**config.mk**
```make
export PLATFORM = sky130hd
export DESIGN_NAME = mshr_table
export DESIGN_NICKNAME = d
export VERILOG_FILES = /design/src/rtl/mshr_pkg.sv /design/src/rtl/mshr_match.sv /design/src/rtl/mshr_pick_free.sv /design/src/rtl/mshr_table.sv
export SDC_FILE = /design/constraint.sdc
export NUM_CORES = 1
export LEC_CHECK = 0
export ABC_AREA = 1
export BUFFER_PORTS_ARGS = -buffer_cell sky130_fd_sc_hd__buf_2
export CORE_MARGIN = 2
export CORE_UTILIZATION = 55
export CTS_BUF_LIST = sky130_fd_sc_hd__clkbuf_8
export CTS_CLUSTER_DIAMETER = 200
export CTS_CLUSTER_SIZE = 20
export DETAILED_ROUTE_END_ITERATION = 8
export PLACE_DENSITY = 0.73
export REMOVE_ABC_BUFFERS = 1
export SYNTH_ARGS = -nofsm -noshare
export SYNTH_HDL_FRONTEND = slang
export SYNTH_SLANG_ARGS = --single-unit
```
**constraint.sdc**
```tcl
create_clock -name clk -period 9.2 [get_ports clk]
set_clock_uncertainty 0.15 [all_clocks]
set_input_delay 0.46 -clock clk [delete_from_list [all_inputs] [get_ports clk]]
set_output_delay 0.46 -clock clk [all_outputs]
set_load 0.02 [all_outputs]
```
**src/rtl/mshr_pkg.sv**
```systemverilog
package mshr_pkg;
  typedef enum logic [1:0] {
    K_LOAD   = 2'd0,
    K_RFO    = 2'd1,
    K_PREF   = 2'd2,
    K_IFETCH = 2'd3
  } req_kind_e;

  localparam int NUM_KINDS = 4;
endpackage

```
**src/rtl/mshr_match.sv**
```systemverilog
// Parallel address compare across all live slots.
module mshr_match #(
  parameter  int N  = 8,
  parameter  int AW = 20,
  localparam int IW = (N > 1) ? $clog2(N) : 1
) (
  input  logic [N-1:0]    live,
  input  logic [N*AW-1:0] tags,
  input  logic [AW-1:0]   key,
  output logic            hit,
  output logic [IW-1:0]   idx
);
  logic [N-1:0] eq;

  for (genvar g = 0; g < N; g++) begin : g_cmp
    assign eq[g] = live[g] && (tags[g*AW +: AW] == key);
  end

  always_comb begin
    hit = 1'b0;
    idx = '0;
    for (int i = 0; i < N; i++) begin
      if (eq[i] && !hit) begin
        hit = 1'b1;
        idx = IW'(i);
      end
    end
  end
endmodule

```
**src/rtl/mshr_pick_free.sv**
```systemverilog
// Lowest-numbered free slot.
module mshr_pick_free #(
  parameter  int N  = 8,
  localparam int IW = (N > 1) ? $clog2(N) : 1
) (
  input  logic [N-1:0]  busy,
  output logic          found,
  output logic [IW-1:0] idx
);
  always_comb begin
    found = 1'b0;
    idx   = '0;
    for (int i = 0; i < N; i++) begin
      if (!busy[i] && !found) begin
        found = 1'b1;
        idx   = IW'(i);
      end
    end
  end
endmodule

```
**src/rtl/mshr_table.sv**
```systemverilog
module mshr_table
  import mshr_pkg::*;
#(
  parameter  int N          = 8,
  parameter  int AW         = 20,
  parameter  int LW         = 3,
  parameter  int DEPS       = 16,
  parameter  int TW         = 16,
  parameter  int CW         = 8,
  parameter  int MY_LEVEL   = 2,
  parameter  bit LAST_LEVEL = 1'b0,
  localparam int IW         = (N > 1) ? $clog2(N) : 1,
  localparam int DW         = (DEPS > 1) ? $clog2(DEPS) : 1
) (
  input  logic              clk,
  input  logic              rst,
  input  logic              req_valid,
  input  logic [AW-1:0]     req_addr,
  input  logic [1:0]        req_kind,
  input  logic [LW-1:0]     req_lvl,
  input  logic              req_to_i,
  input  logic              req_to_d,
  input  logic [DW-1:0]     req_dep,
  output logic              req_accept,
  output logic              req_stall,
  input  logic              low_full,
  output logic              low_push,
  output logic [AW-1:0]     low_addr,
  output logic              low_pf,
  input  logic              fill_valid,
  input  logic [AW-1:0]     fill_addr,
  input  logic [TW-1:0]     fill_ready_at,
  input  logic              retire_valid,
  input  logic [IW-1:0]     retire_idx,
  output logic              ret_valid,
  output logic [AW-1:0]     ret_addr,
  output logic [1:0]        ret_kind,
  output logic [LW-1:0]     ret_lvl,
  output logic              ret_to_i,
  output logic              ret_to_d,
  output logic [DEPS-1:0]   ret_deps,
  output logic              ret_merged,
  output logic              ret_returned,
  output logic [TW-1:0]     ret_ready_at,
  output logic [IW:0]       occupancy,
  output logic [4*CW-1:0]   stall_cnt
);
  // slot state
  logic [N-1:0]    v_q, ti_q, td_q, mrg_q, rtn_q;
  logic [AW-1:0]   tag_q [N];
  logic [1:0]      kind_q [N];
  logic [LW-1:0]   lvl_q [N];
  logic [DEPS-1:0] dep_q [N];
  logic [TW-1:0]   rdy_q [N];
  logic [CW-1:0]   scnt_q [NUM_KINDS];

  logic [N-1:0]    ret_mask, live, fill_hit, alloc_mask;
  logic [N*AW-1:0] tags_flat;
  logic            hit, free_found;
  logic [IW-1:0]   hidx, fidx;

  assign ret_mask = retire_valid ? (N'(1) << retire_idx) : '0;
  assign live     = v_q & ~ret_mask;

  for (genvar g = 0; g < N; g++) begin : g_slot
    assign tags_flat[g*AW +: AW] = tag_q[g];
    assign fill_hit[g] = fill_valid && live[g] && (tag_q[g] == fill_addr);
  end

  for (genvar k = 0; k < NUM_KINDS; k++) begin : g_cnt
    assign stall_cnt[k*CW +: CW] = scnt_q[k];
  end

  mshr_match #(.N(N), .AW(AW)) u_match (
    .live(live), .tags(tags_flat), .key(req_addr), .hit(hit), .idx(hidx)
  );

  mshr_pick_free #(.N(N)) u_free (
    .busy(live), .found(free_found), .idx(fidx)
  );

  // request classification
  logic            req_pf, req_ins, ent_ins, ent_pf, collide;
  logic [LW-1:0]   merged_lvl;
  logic [DEPS-1:0] dep_bit;

  assign req_pf     = (req_kind == K_PREF);
  assign req_ins    = (req_kind == K_IFETCH);
  assign ent_pf     = (kind_q[hidx] == K_PREF);
  assign ent_ins    = (kind_q[hidx] == K_IFETCH);
  assign collide    = hit && !req_pf && !ent_pf && (req_ins != ent_ins);
  assign merged_lvl = (req_lvl < lvl_q[hidx]) ? req_lvl : lvl_q[hidx];
  assign dep_bit    = DEPS'(1) << req_dep;

  logic do_alloc, do_merge, do_push, full_stall;

  always_comb begin
    req_accept = 1'b0;
    req_stall  = 1'b0;
    do_alloc   = 1'b0;
    do_merge   = 1'b0;
    do_push    = 1'b0;
    full_stall = 1'b0;
    if (req_valid) begin
      if (collide) begin
        req_stall = 1'b1;
      end else if (hit) begin
        req_accept = 1'b1;
        do_merge   = 1'b1;
      end else if (!free_found) begin
        req_stall  = 1'b1;
        full_stall = 1'b1;
      end else if (req_pf) begin
        if (low_full) begin
          req_stall = 1'b1;
        end else begin
          req_accept = 1'b1;
          do_push    = 1'b1;
          do_alloc   = (int'(req_lvl) <= MY_LEVEL);
        end
      end else if (LAST_LEVEL && low_full) begin
        req_stall = 1'b1;
      end else begin
        req_accept = 1'b1;
        do_push    = 1'b1;
        do_alloc   = 1'b1;
      end
    end
  end

  assign alloc_mask = do_alloc ? (N'(1) << fidx) : '0;

  always_ff @(posedge clk) begin
    if (rst) begin
      v_q <= '0;
    end else begin
      v_q <= (v_q & ~ret_mask) | alloc_mask;
    end
  end

  // slot payload, no reset needed
  always_ff @(posedge clk) begin
    for (int i = 0; i < N; i++) begin
      if (alloc_mask[i]) begin
        tag_q[i]  <= req_addr;
        kind_q[i] <= req_kind;
        lvl_q[i]  <= req_lvl;
        ti_q[i]   <= req_to_i;
        td_q[i]   <= req_to_d;
        dep_q[i]  <= req_pf ? '0 : dep_bit;
        mrg_q[i]  <= 1'b0;
        rtn_q[i]  <= 1'b0;
        rdy_q[i]  <= '0;
      end else begin
        if (do_merge && (hidx == IW'(i))) begin
          lvl_q[i] <= merged_lvl;
          ti_q[i]  <= ti_q[i] | req_to_i;
          td_q[i]  <= td_q[i] | req_to_d;
          if (!req_pf) begin
            dep_q[i] <= dep_q[i] | dep_bit;
            mrg_q[i] <= 1'b1;
            if (kind_q[i] == K_PREF) kind_q[i] <= req_kind;
          end
        end
        if (fill_hit[i]) begin
          rtn_q[i] <= 1'b1;
          rdy_q[i] <= fill_ready_at;
        end
      end
    end
  end

  always_ff @(posedge clk) begin
    if (rst) begin
      low_push  <= 1'b0;
      low_addr  <= '0;
      low_pf    <= 1'b0;
      ret_valid <= 1'b0;
      ret_addr  <= '0;
      ret_kind  <= '0;
      ret_lvl   <= '0;
      ret_to_i  <= 1'b0;
      ret_to_d  <= 1'b0;
      ret_deps  <= '0;
      ret_merged   <= 1'b0;
      ret_returned <= 1'b0;
      ret_ready_at <= '0;
      for (int k = 0; k < NUM_KINDS; k++) scnt_q[k] <= '0;
    end else begin
      low_push  <= do_push;
      low_addr  <= req_addr;
      low_pf    <= req_pf;
      ret_valid <= retire_valid && v_q[retire_idx];
      ret_addr  <= tag_q[retire_idx];
      ret_kind  <= kind_q[retire_idx];
      ret_lvl   <= lvl_q[retire_idx];
      ret_to_i  <= ti_q[retire_idx];
      ret_to_d  <= td_q[retire_idx];
      ret_deps  <= dep_q[retire_idx];
      ret_merged   <= mrg_q[retire_idx];
      ret_returned <= rtn_q[retire_idx];
      ret_ready_at <= rdy_q[retire_idx];
      if (full_stall) scnt_q[req_kind] <= scnt_q[req_kind] + CW'(1);
    end
  end

  always_comb begin
    occupancy = '0;
    for (int i = 0; i < N; i++) occupancy = occupancy + (IW+1)'(v_q[i]);
  end
endmodule

```
==> impl_metrics.ini <==
[run_status]
status = finished with violations
failed_checks = capacitance limit, slew limit

[setup_path]
path_max_fanout = 41
crit_chain = buf_2 > inv_2 > nand2_2 > inv_4 > a21boi_2 > inv_2 > nor2_1 > nand3_1 > nand2_2 > nor2_4 > nand4_1 > nor2_1 > inv_1 > nor2_1 > inv_1 > a211oi_1 > inv_1 > nor2_2 > inv_1 > nand2_1
r2r_slack_ns = 3.69
reg2reg_depth = 19
worstSetupPathType = input port to register
r2r-start = tag_q[1][11]
r2r_end = dep_q[5][11]
cpLargestDelayFamily = simple AND/OR/NAND/NOR gates
worstPathRequired_ns = 9.34
critPathMaxStageDelay_ns = 0.87
crit_start = retire_idx[1]
slowest_stage = nor2_2
cp-end-kind = register
path_buf_inv = 8
arrival_ns = 6.00
crit_top_cell = inv_1
worstSetupStartpointType = input port

[sta]
finalSetupTns_ns = 0
finalCritPeriodShare = 0.637
hold_viol = 0
setup_viol = 0
min_period_ns = 5.86
whs_ns = 0.0496
max_freq_mhz = 171
max_slew_margin = -0.0735
tightestPinTransition_ns = 1.57
rsz0062_at_grt = false
final_max_slew_viol_count = 2

[clocking]
cts_tree = yes
clk_pin_slew_ns = 0.14
root_buffer = clkbuf_8
htreeDepth = 2
cts_buffer_depth = 3
clock-sinks = 612
clkLatencyLatePin_ns = 0.70
cts_buffers = 36

[routing]
drc = 0
wl_met2_mm = 51.4
routed_wl_mm = 117
ant_nets = 0
met3_length_mm = 13.3
highest_layer = met5
first_iter_violations = 3620
wl_per_cell_um = 26.8
m1WireLength_mm = 45.6
dr.pass1.iters = 6
vias = 27352
routed_via_density = 6.25

[cells_and_area]
syn_to_final_growth_pct = 6.86
nNetsFinal = 3671
drive_gt1_frac = 0.115
fin_util = 0.592
nFillCells = 5150

[power]
power.density_nw_per_um2 = 146
p_leak_nw = 14.4
ir_worst_vdd_uv = 134

[floorplan]
die_w_um = 245
start_util = 0.554
die-area_um2 = 60000
rows = 88
core_area_um2 = 57600
fp.dieH_um = 245
ioPinCount = 198

[grt]
grt_pass1_vias = 25692
grt.total_usage = 0.386
grt_pass1_wl_mm = 169
antenna_found_initial = 3
grt-ovfl-total = 0
grt_max_degree = 114

[placement]
dp_hpwl_mm = 79.7
place.port_buffers = 197
gp_congestion = 1.06

[synthesis]
yosysUniqueCellTypes = 65
synth_top_area_share = 0.474
ys_warn_count = 0
syn_area_per_cell_um2 = 9.21
synth_most_common_cell = nand2_1
synth_edf_count = 504
synth_commonest_cells = nand2_1, nor2_1, edfxtp_1, inv_1, dfxtp_1
synth_top_area_cell = edfxtp_1
synth_area_leaders = edfxtp_1, nand2_1, dfxtp_1
synth-async-reset-ratio = 0
netlist_area_um2 = 31900
synth_cells = 3465
yosysSeqAreaShare = 0.542
ys_seq_elements = 612
ys.flop_type = edfxtp_1

[min_path]
min_from = req_kind[0]
min_path_type = input port to register
hold_path_end = kind_q[5][0]
hold_depth = 1

[run]
drv_cap = 1
flip-flops by register name, indices dropped and copies added, names as in the netlist, 2 cells and up:
signal and cells:
dep_q 128, kind_q 16, low_addr 20, lvl_q 24, mrg_q 8, rdy_q 128
ret_addr 20, ret_deps 16, ret_kind 2, ret_lvl 3, ret_ready_at 16, rtn_q 8
scnt_q 32, tag_q 160, td_q 8, ti_q 8, v_q 8
cells in the final DEF, fill, tap and decap left out, types with 11 or more instances in the layout:
cell       count
inv_2         15
nor4_1        25
o21ai_0       97
o22ai_1       79
a21oi_1       47
nand2_1      778
xor2_1       104
buf_4         31
nand3_1       68
nor2_2        13
nand4_1       52
a22oi_1       89
nor3_1        58
buf_2        197
clkbuf_8      38
nor2_1       498
xnor2_1       21
edfxtp_1     504
o21bai_2      64
a311oi_1      12
a211oi_1      31
inv_1        381
dfxtp_1      108
o21bai_1      73
a221oi_1      38
a41oi_1       23
o2111ai_1     18
a2111oi_0     13
nand3b_1      11
how the worst max path moves through the flow:
stage	cells past startpoint	endpoint	slack [ns]
floorplan	17	dep_q[2][0]	0.64
global placement	20	dep_q[5][5]	2.99
detailed placement	20	dep_q[5][8]	2.76
CTS	20	dep_q[5][5]	3.46
global route	20	dep_q[5][6]	2.91
finish	20	dep_q[5][11]	3.34
cell type report:
| type | instances | area [µm²] | share of cell area |
|---|---|---|---|
| Sequential cell | 612 | 17300 | 0.507 |
| Multi-Input combinational cell | 2319 | 12500 | 0.367 |
| Inverter | 385 | 1450 | 0.0425 |
| Timing Repair Buffer | 231 | 1260 | 0.0369 |
| Tap cell | 765 | 957 | 0.0281 |
| Clock buffer | 38 | 523 | 0.0153 |
| Clock inverter | 25 | 104 | 0.00304 |
| Antenna cell | 2 | 5.00 | 0.000147 |
report_power, final:
| group | internal [mW] | switching [mW] | leakage [nW] |
|---|---|---|---|
| registers | 3.04 | 0.0305 | 5.58 |
| clock network | 0.392 | 0.889 | 0.405 |
| logic | 0.158 | 0.467 | 8.43 |
| total | 3.59 | 1.39 | 14.4 |
per-layer routing:
layer / GRT usage / vias up
li1: - / 12082
met1: 0.530 / 12988
met2: 0.584 / 1924
met3: 0.0701 / 356
met4: 0.206 / 2
met5: 0 / -
stage by stage:
stage | worst slack, ns | instance area [µm²] | instances | total power, mW
global placement | 2.99 | 33500 | 4310 | 3.73
detailed placement | 2.76 | 33500 | 4310 | 3.73
global route | 2.91 | 34100 | 4376 | 5.10
finish | 3.34 | 34100 | 4377 | 4.98
floorplan | 0.635 | 31200 | 3316 | 3.45
CTS | 3.46 | 34100 | 4375 | 4.96
repair_timing:
action | 4_1_cts | 5_1_grt
hold endpoints to repair | 8 | 0
hold buffers | 2 | 0
resized for setup | 0 | 0
buffers inserted | 0 | 0
kinds of logic after synthesis:
family          count (synthesis)  share of synthesized area
compound gates                621                      0.144
xor+xnor                      125                     0.0343
fa+ha+maj                      10                    0.00486
buf+inv                       534                     0.0673
flops                         612                      0.542
simple gates                 1563                      0.207
Power figures use the tool's default switching activity.
